## src/rtl/eim_pkg.sv

```systemverilog
package eim_pkg;

  localparam logic [7:0] SYM_COM = 8'hBC;
  localparam logic [7:0] SYM_SKP = 8'h1C;
  localparam logic [7:0] SYM_TS1 = 8'h4A;
  localparam logic [7:0] SYM_TS2 = 8'h45;

  typedef enum logic [1:0] {
    EVK_NONE   = 2'd0,
    EVK_COMSKP = 2'd1,
    EVK_TRAIN  = 2'd2,
    EVK_EXIT   = 2'd3
  } evt_kind_e;

  function automatic int unsigned ceil_div(input int unsigned num, input int unsigned den);
    return (num + den - 1) / den;
  endfunction

  function automatic int unsigned max2(input int unsigned a, input int unsigned b);
    return (a > b) ? a : b;
  endfunction

  function automatic evt_kind_e kind_of(input logic [2:0] mode);
    if (!mode[2])            return EVK_NONE;
    else if (mode[1:0] == 2'b00) return EVK_COMSKP;
    else if (mode[1:0] == 2'b01) return EVK_TRAIN;
    else                     return EVK_EXIT;
  endfunction

endpackage

```

## src/rtl/eim_os_detect.sv

```systemverilog
module eim_os_detect #(
  parameter int LANES = 4
) (
  input  logic               clk,
  input  logic               rst_n,
  input  logic [8*LANES-1:0] rx_data,
  input  logic [LANES-1:0]   rx_datak,
  input  logic               rx_valid,
  output logic               comskp_hit,
  output logic               train_hit
);
  import eim_pkg::*;

  logic [LANES-1:0] is_com;
  logic [LANES-1:0] is_skp;
  logic [LANES-1:0] is_id;
  logic [LANES-1:0] pair_hit;
  logic             com_carry_q;

  for (genvar i = 0; i < LANES; i++) begin : g_lane
    logic [7:0] sym;
    assign sym       = rx_data[8*i +: 8];
    assign is_com[i] = rx_valid && rx_datak[i] && (sym == SYM_COM);
    assign is_skp[i] = rx_valid && rx_datak[i] && (sym == SYM_SKP);
    assign is_id[i]  = rx_valid && !rx_datak[i] && ((sym == SYM_TS1) || (sym == SYM_TS2));
    if (i == 0) begin : g_first
      assign pair_hit[i] = com_carry_q && is_id[i];
    end else begin : g_rest
      assign pair_hit[i] = is_com[i-1] && is_id[i];
    end
  end

  always_ff @(posedge clk or negedge rst_n) begin
    if (!rst_n)        com_carry_q <= 1'b0;
    else if (rx_valid) com_carry_q <= is_com[LANES-1];
  end

  assign comskp_hit = |(is_com | is_skp);
  assign train_hit  = |pair_hit;

endmodule

```

## src/rtl/eim_exit_detect.sv

```systemverilog
module eim_exit_detect (
  input  logic clk,
  input  logic rst_n,
  input  logic rx_eidle,
  output logic exit_hit
);
  logic eidle_q;

  always_ff @(posedge clk or negedge rst_n) begin
    if (!rst_n) eidle_q <= 1'b0;
    else        eidle_q <= rx_eidle;
  end

  assign exit_hit = eidle_q && !rx_eidle;

endmodule

```

## src/rtl/eim_window_timer.sv

```systemverilog
module eim_window_timer #(
  parameter int CNT_W = 16
) (
  input  logic             clk,
  input  logic             rst_n,
  input  logic [CNT_W-1:0] win_len,
  input  logic             restart,
  input  logic             reload,
  output logic             flag,
  output logic             pulse,
  output logic [CNT_W-1:0] cnt
);
  logic             off;
  logic             at_end;
  logic [CNT_W-1:0] last_idx;

  assign off      = (win_len == '0);
  assign last_idx = win_len - 1'b1;
  assign at_end   = (cnt == last_idx);

  always_ff @(posedge clk or negedge rst_n) begin
    if (!rst_n) begin
      cnt   <= '0;
      flag  <= 1'b0;
      pulse <= 1'b0;
    end else if (restart || off || reload) begin
      cnt   <= '0;
      flag  <= 1'b0;
      pulse <= 1'b0;
    end else if (!flag) begin
      if (at_end) begin
        flag  <= 1'b1;
        pulse <= 1'b1;
      end else begin
        cnt   <= cnt + 1'b1;
        pulse <= 1'b0;
      end
    end else begin
      pulse <= 1'b0;
    end
  end

endmodule

```

## src/rtl/eidle_infer_mon.sv

```systemverilog
module eidle_infer_mon #(
  parameter int LANES         = 4,
  parameter int WIN_128US_CYC = 32000,
  parameter int UI_TS         = 1280,
  parameter int UI_EXIT_G1    = 2000,
  parameter int UI_EXIT_G2    = 16000,
  parameter int UI_PER_CYC_G1 = 40,
  parameter int UI_PER_CYC_G2 = 20
) (
  input  logic               clk,
  input  logic               rst_n,
  input  logic [2:0]         mode_sel,
  input  logic               rate_gen2,
  input  logic [8*LANES-1:0] rx_data,
  input  logic [LANES-1:0]   rx_datak,
  input  logic               rx_valid,
  input  logic               rx_eidle,
  output logic               idle_inferred,
  output logic               idle_pulse
);
  import eim_pkg::*;

  localparam int unsigned W_LONG   = WIN_128US_CYC;
  localparam int unsigned W_TS_G1  = ceil_div(UI_TS, UI_PER_CYC_G1);
  localparam int unsigned W_TS_G2  = ceil_div(UI_TS, UI_PER_CYC_G2);
  localparam int unsigned W_EX_G1  = ceil_div(UI_EXIT_G1, UI_PER_CYC_G1);
  localparam int unsigned W_EX_G2  = ceil_div(UI_EXIT_G2, UI_PER_CYC_G2);
  localparam int unsigned W_MAX    = max2(max2(W_LONG, W_TS_G1),
                                          max2(max2(W_TS_G2, W_EX_G1), W_EX_G2));
  localparam int          CNT_W    = $clog2(W_MAX + 1);

  logic [3:0]       cfg_q;
  logic             cfg_change;
  evt_kind_e        kind;
  logic             comskp_hit;
  logic             train_hit;
  logic             exit_hit;
  logic             evt_sel;
  logic [CNT_W-1:0] win_len;
  logic [CNT_W-1:0] tmr_cnt;

  always_ff @(posedge clk or negedge rst_n) begin
    if (!rst_n) cfg_q <= 4'd0;
    else        cfg_q <= {mode_sel, rate_gen2};
  end

  assign cfg_change = ({mode_sel, rate_gen2} != cfg_q);
  assign kind       = kind_of(mode_sel);

  eim_os_detect #(.LANES(LANES)) os_i (
    .clk        (clk),
    .rst_n      (rst_n),
    .rx_data    (rx_data),
    .rx_datak   (rx_datak),
    .rx_valid   (rx_valid),
    .comskp_hit (comskp_hit),
    .train_hit  (train_hit)
  );

  eim_exit_detect exit_i (
    .clk      (clk),
    .rst_n    (rst_n),
    .rx_eidle (rx_eidle),
    .exit_hit (exit_hit)
  );

  always_comb begin
    unique case (kind)
      EVK_COMSKP: begin
        evt_sel = comskp_hit;
        win_len = CNT_W'(W_LONG);
      end
      EVK_TRAIN: begin
        evt_sel = train_hit;
        win_len = rate_gen2 ? CNT_W'(W_TS_G2) : CNT_W'(W_TS_G1);
      end
      EVK_EXIT: begin
        evt_sel = exit_hit;
        if (mode_sel[0]) win_len = rate_gen2 ? '0 : CNT_W'(W_LONG);
        else             win_len = rate_gen2 ? CNT_W'(W_EX_G2) : CNT_W'(W_EX_G1);
      end
      default: begin
        evt_sel = 1'b0;
        win_len = '0;
      end
    endcase
  end

  eim_window_timer #(.CNT_W(CNT_W)) tmr_i (
    .clk     (clk),
    .rst_n   (rst_n),
    .win_len (win_len),
    .restart (cfg_change),
    .reload  (evt_sel),
    .flag    (idle_inferred),
    .pulse   (idle_pulse),
    .cnt     (tmr_cnt)
  );

endmodule

```

## config.mk

```make
export PLATFORM = sky130hd
export DESIGN_NAME = eidle_infer_mon
export DESIGN_NICKNAME = d
export VERILOG_FILES = /design/src/rtl/eim_pkg.sv /design/src/rtl/eim_os_detect.sv /design/src/rtl/eim_exit_detect.sv /design/src/rtl/eim_window_timer.sv /design/src/rtl/eidle_infer_mon.sv
export SDC_FILE = /design/constraint.sdc
export NUM_CORES = 1
export LEC_CHECK = 0
export BUFFER_PORTS_ARGS = -buffer_cell sky130_fd_sc_hd__buf_2
export CORE_MARGIN = 4
export CORE_UTILIZATION = 40
export DETAILED_ROUTE_END_ITERATION = 8
export PLACE_DENSITY_LB_ADDON = 0.2
export SYNTH_ARGS = -nofsm -noshare
export SYNTH_HDL_FRONTEND = slang
export SYNTH_SLANG_ARGS = --single-unit
```

## constraint.sdc

```tcl
create_clock -name clk -period 3.75 [get_ports clk]
set_clock_uncertainty 0.15 [all_clocks]
set_input_delay 0.375 -clock clk [delete_from_list [all_inputs] [get_ports clk]]
set_output_delay 0.375 -clock clk [all_outputs]
set_load 0.03 [all_outputs]
```

==> results.md, run 1 <==
* Drt wl/cell at 14.0 um
* GPL Wtd Cong at around 0.8
* Ys async rst share at between 90% and 100%
* Core area at between 4000 and 5000 um^2
* Vias per cell at 5.59
* Largest net degree at the start of global routing at 24
* Drt first pass iters at 4
* CP Capture Type: register
* Final setup vio count at 0
* Worst-Margin Slew at 0.548 ns
* Top_reg_cell synth: dfrtp_1
* Syn-to-layout area delta at 17.1%
* Most common cell after layout, fill and taps aside: buf_2
* CP required at 3.80 ns
* Post-synthesis area per instance at between 8 and 9 um^2
* Crit path max fanout at 14
* Post-cts sizing count at 0
* Layout cells sized above 1 at 25.1%
* Slew margin rel. at 62.5%
* Setup TNS at 0 ns
* GRT Util Overall at 15.2%
* PwrDens at 234 nW/um^2
* Max-cap violations at 0
* Highest Signal Layer: met4
* Period minus WS final at 3.13 ns
* Most frequent cells in the layout: buf_2 (45), dfrtp_1 (23), xnor2_1 (19), inv_1 (16), nor2_1 (16)
* First-pass GRT wire length at 7600 um
* Post-route setup slack at 0.617 ns
* #FFs+latches synth at 23
* Overall Power at 525 uW
* Sequential area share after synthesis at 30.0%
* Final HPWL from detailed placement at 3430 um
* FILL cells at between 400 and 500
* Final worst hold slack at 0.0760 ns
* Max H-tree Level at 1
* CTS sink cnt at 23
* Syn Inst Count at 214
* P_leak at roughly 0.99 nW
* WS Path Type: in -> reg
* Startpoint types: primary input
* Crit share post-route at 83.5%
* Initial detailed-routing violation count at 87
* # diodes at 0
* CTS Buffer Depth at 2
* FP Rows at 24
* Grt ovf at 0
* Total Wirelength at 4370 um
* Met3 WL at 267 um
* Initial antenna violation count at 0
* Peak supply drop at ~100 uV
* EDFF count, synth at 0
* Metal-1 WL at 2150 um
* WL met2 at about 1900 um
* Die Height at between 70 and 80 um
* ANT nets after route at 0
* CTS tree: yes
* Vias at 1,737
* Reg area at 576 um^2
* Clk root buf: clkbuf_8
* Mapped Nets at 265
* Ports at 46
* Die width at approximately 77 um
* Setup Buffers After CTS at 0
* Fmax at about 0.32 GHz
* Die area at around 6000 um^2
* Area occupied by multi-input gates at 1240 um^2
* Number of CTS-inserted buffers at 3
* Pre-CTS setup slack at 0.350 ns
* Yosys warns at 0
* Number of I/O port buffers at 45
* Mapped Area at 1920 um^2
* Reg clk slew, reported paths at 0.09 ns
* Critical path arrival at 3.18 ns
* Clock latency on the worst-skew pair at around 0.27 ns
* Fin nets at 311
* Count of pins over their slew limit at 0
* Hold Fails Final Rpt at 0
* Unrepaired setup endpoints after global routing: no
* Initial Util at 42.6%
* Status: finished, final reports clean
* Drt drc at 0
* Vias in the first global route at 1,667
* Worst Hold Class: in -> reg
* Cts hold-fix bufs at 1
* Post-synth cell types at 57
## critical path, cell delays in order
cell and delay [ns]:
buf_2 0.18, or3b_1 0.42, o21ai_0 0.10, nand2_1 0.07, ha_1 0.22, ha_1 0.29, xnor2_1 0.13, nor3_1 0.12
o2111ai_1 0.18, nor4_4 0.46, a211oi_2 0.22, a31o_2 0.29, a21oi_1 0.11
## registers in the layout, indices dropped and copies added (netlist names)
register	count
cfg_q	4
os_i.com_carry_q	1
tmr_i.cnt	15
exit_i.eidle_q	1
tmr_i.flag	1
tmr_i.pulse	1
## Yosys cell counts (all sizes together) (3+ instances only)
library cell | number | area share, %
a211o | 3 | 1.4
nand2 | 14 | 2.7
xnor2 | 19 | 8.7
ha | 7 | 4.6
nand3 | 4 | 1.0
buf | 6 | 1.8
a2111oi | 4 | 1.9
nand2b | 7 | 2.3
xor2 | 6 | 2.7
o22ai | 3 | 0.98
nor4bb | 5 | 2.6
nor3 | 3 | 0.78
nor2 | 16 | 3.1
and3 | 7 | 2.3
a211oi | 5 | 2.2
inv | 16 | 3.1
nand4b | 9 | 4.1
a21oi | 5 | 1.5
a31oi | 4 | 2.1
dfrtp | 23 | 30
nor4 | 3 | 1.8
o21ai | 6 | 1.8
## power by group
part / internal (mW) / total, mW / switching (mW)
logic: 0.0520 / 0.111 / 0.0592
clock network: 0.0743 / 0.162 / 0.0873
registers: 0.251 / 0.252 / 0.00158
total: 0.377 / 0.525 / 0.148
## final cells by class
| cell class | instances | area share (%) |
|---|---|---|
| multi-input cells | 167 | 55.3 |
| flip-flops and latches | 23 | 25.6 |
| repair buffers | 49 | 11.5 |
| well taps | 52 | 2.90 |
| inverters | 16 | 2.67 |
| clock buffers | 3 | 1.84 |
| clock inverters | 1 | 0.223 |
## through the flow
stage	utilization, %	cell area (um^2)	instances
final	49.9	2250	311
after CTS	49.9	2250	311
after global routing	49.9	2250	311
after detailed placement	48.6	2190	306
after floorplan	-	1920	214
after global placement	48.6	2190	306
## final timing paths
path	startpoint	to	slack, ns	cells past startpoint
min	rx_eidle	exit_i.eidle_q	0.08	1
min in group asynchronous	rst_n	tmr_i.pulse	0.47	2
max reg2reg	tmr_i.cnt[2]	tmr_i.cnt[14]	1.33	7
min reg2reg	os_i.com_carry_q	os_i.com_carry_q	0.41	2
max	mode_sel[1]	tmr_i.cnt[14]	0.62	13
max in group asynchronous	rst_n	cfg_q[2]	2.63	2
## cell families (layout without fill, tap and decap cells)
family	after synthesis	after routing	share of synthesized area (%)
muxes	2	2	1.04
and+or+nand+nor	87	87	28.6
xor gates and xnor gates	25	25	11.4
DFF	23	23	30.0
AOI/OAI and AO/OA	46	46	19.1
buffers and inverters	24	69	5.28
adders and majority gates	7	7	4.57
## layer usage
metal	global-route usage [%]	vias to the layer above
met5	0	-
met1	21.4	815
met3	3.75	4
met2	23.7	44
li1	-	874
met4	2.67	0
Power figures use the tool's default switching activity.
==> inputs of run 2 (changes only) <==
clock period = 3.2 ns   (was 3.75 ns; I/O delays follow)
==> run 2 against run 1 <==
Net effect: clock-buffer cell count is the same; largest power group unchanged; routed wire length grew 2.4%; die area is the same; clock power grew 14%; global-route usage grew 0.066 points; design area grew 3.4%; power grew 18%; sequential share of layout area shrank 0.84 points; critical path type unchanged; via count grew 0.23%; register-to-register slack lost 0.56 ns; flip-flop and latch count is the same; hold slack lost 0.058 ns.
==> results.md, run 2 (synthesis gave the netlist of run 1 again) <==
* GR peak layer: met2
* Clock latency on the worst-skew pair at 0.27 ns (about the same)
* Top Registers: tmr_i.cnt: 15 flops, cfg_q: 4 flops
* Core area at 4500 um^2 (unchanged)
* Initial detailed-routing violation count at 119 (+37%)
* Fin nets at 321 (+3.2%)
* Final worst hold slack at 0.0177 ns (-0.0583 ns)
* ANT nets after route at 0 (unchanged)
* Peak supply drop at 190 uV (+91%)
* Initial antenna violation count at 0 (unchanged)
* Max H-tree Level at 1 (unchanged)
* Final setup vio count at 0 (unchanged)
* Comb pwr share at 22.3% (+1.1 points)
* Number of CTS-inserted buffers at 3 (unchanged)
* Reg clk slew, reported paths at 0.08 ns (about the same)
* Met1 global-route usage at 21.3% (-0.18 points)
* GRT Util Overall at 15.2% (+0.066 points)
* Area occupied by multi-input gates at 1240 um^2 (+0.10%)
* Sw Share at 27.6% (-0.63 points)
* GPL Wtd Cong at 0.795 (+0.30%)
* Hold Fails Final Rpt at 0 (unchanged)
* Ports at 46 (unchanged)
* Initial Util at 42.6% (unchanged)
* Final HPWL from detailed placement at 3560 um (+3.6%)
* Clk root buf: clkbuf_8
* First-pass GRT wire length at 7580 um (-0.36%)
* Vias at 1,741 (+0.23%)
* Most common cell after layout, fill and taps aside: buf_2
* Worst-Margin Slew at 0.506 ns (-0.0427 ns)
* R2R setup slack at 0.77 ns (-0.56 ns)
* Grt ovf at 0 (unchanged)
* Die width at 77.2 um (unchanged)
* Internal Dissipation at 447 uW (+19%)
* FP Rows at 24 (unchanged)
* WS Path Type: in -> reg
* Worst Hold Class: in -> reg
* Layout cells sized above 1 at 27.9% (+2.8 points)
* CTS Buffer Depth at 2 (unchanged)
* Status: finished, final reports clean
* Number of I/O port buffers at 45 (unchanged)
* PwrDens at 266 nW/um^2 (+14%)
* Total Wirelength at 4470 um (+2.4%)
* Unrepaired setup endpoints after global routing: yes
* Period minus WS final at 3.03 ns
* Crit path max fanout at 8 (-6)
* Count of pins over their slew limit at 0 (unchanged)
* Startpoint types: primary input
* Die Height at 77.2 um (unchanged)
* Pre-CTS setup slack at -0.0908 ns (-0.441 ns)
* # diodes at 0 (unchanged)
* Syn-to-layout area delta at 21.1%
* Drt wl/cell at 13.9 um (-0.81%)
* Crit share post-route at 94.8%
* Largest reg by FF count: tmr_i.cnt
* Clock power frac at 29.8% (-1.0 points)
* CP Capture Type: register
* Sw Pwr at 170 uW (+15%)
* Met2 usage at 24.4% (+0.78 points)
* Max-cap violations at 0 (unchanged)
* Drt first pass iters at 4 (unchanged)
* Setup Buffers After CTS at 0 (unchanged)
* FILL cells at 460 (+2.2%)
* Vias in the first global route at 1,626 (-2.5%)
* Critical path arrival at 3.03 ns (-0.15 ns)
* Die area at 5970 um^2 (unchanged)
* Met3 usage at 3.63% (-0.12 points)
* Fmax at 0.330 GHz
* CTS sink cnt at 23 (unchanged)
* Vias per cell at 5.42 (-2.9%)
* Post-route setup slack at 0.167 ns (-0.450 ns)
* Slew margin rel. at 65.4% (+2.9 points)
* P_leak at 1.04 nW (+5.1%)
* Reg area at 576 um^2 (unchanged)
* Reg power frac at 47.9% (-0.2 points)
* CTS tree: yes
* Most frequent cells in the layout: buf_2 (45), dfrtp_1 (23), xnor2_1 (19), inv_1 (16), nor2_1 (16)
* Max FFs per register at 15 (unchanged)
* CP required at 3.20 ns (-0.60 ns)
* Largest net degree at the start of global routing at 24 (unchanged)
* Drt drc at 0 (unchanged)
## run 2: worst max-delay path, cell delays in order
cell	delay (ns)
buf_2	0.11
or3b_1	0.38
o21ai_0	0.09
nand2_1	0.08
ha_1	0.21
ha_1	0.18
inv_1	0.04
o21ai_0	0.11
o21ai_0	0.28
xnor2_1	0.11
o211a_1	0.21
a2111oi_0	0.52
buf_4	0.20
xnor2_1	0.12
nor2_1	0.05
## run 2: final timing paths
kind	start	to	cells after the start
worst max register to register	tmr_i.cnt[2]	tmr_i.cnt[2]	8
worst min-delay path	rx_eidle	exit_i.eidle_q	1
worst min register to register	os_i.com_carry_q	os_i.com_carry_q	2
max in group asynchronous	rst_n	cfg_q[3]	2
min in group asynchronous	rst_n	tmr_i.pulse	2
worst max-delay path	rate_gen2	tmr_i.cnt[9]	15
## run 2: per-layer routing
metal	vias to the layer above	share of wire, %
met5	-	0
met4	0	0.56
met3	4	4.9
met2	38	44
met1	796	51
li1	903	-
## run 2: per-stage QoR
stage	instance area [um^2]	power [mW]	utilization (%)	instances	TNS [ns]
6_report	2320	0.617	51.6	321	0
5_1_grt	2320	0.655	51.6	321	-0.206
3_5_place_dp	2260	0.439	50.3	316	-0.197
2_1_floorplan	1920	0.380	-	214	0
4_1_cts	2320	0.627	51.5	321	0
3_3_place_gp	2260	0.437	50.3	316	-0.0945
## run 2: power by group through the flow
stage	clock network [mW]	logic [mW]	registers, mW
CTS	0.192	0.139	0.296
floorplan	0	0.0785	0.301
global route	0.205	0.154	0.296
finish	0.184	0.138	0.296
global placement	0	0.136	0.302
detailed placement	0	0.137	0.302
## run 2: layout make-up
cell class	count	share of cell area (%)
sequential	23	24.8
timing repair buffer	59	14.3
clock inverter	1	0.216
inverter	16	2.59
multi-input combinational	167	53.5
tap	52	2.80
clock buffer	3	1.78
## run 2: repair_timing
item / CTS / global route
hold buffers: 1 / 0
setup endpoints to repair: 0 / 4
resized for setup: 0 / 1
hold endpoints to repair: 23 / 0
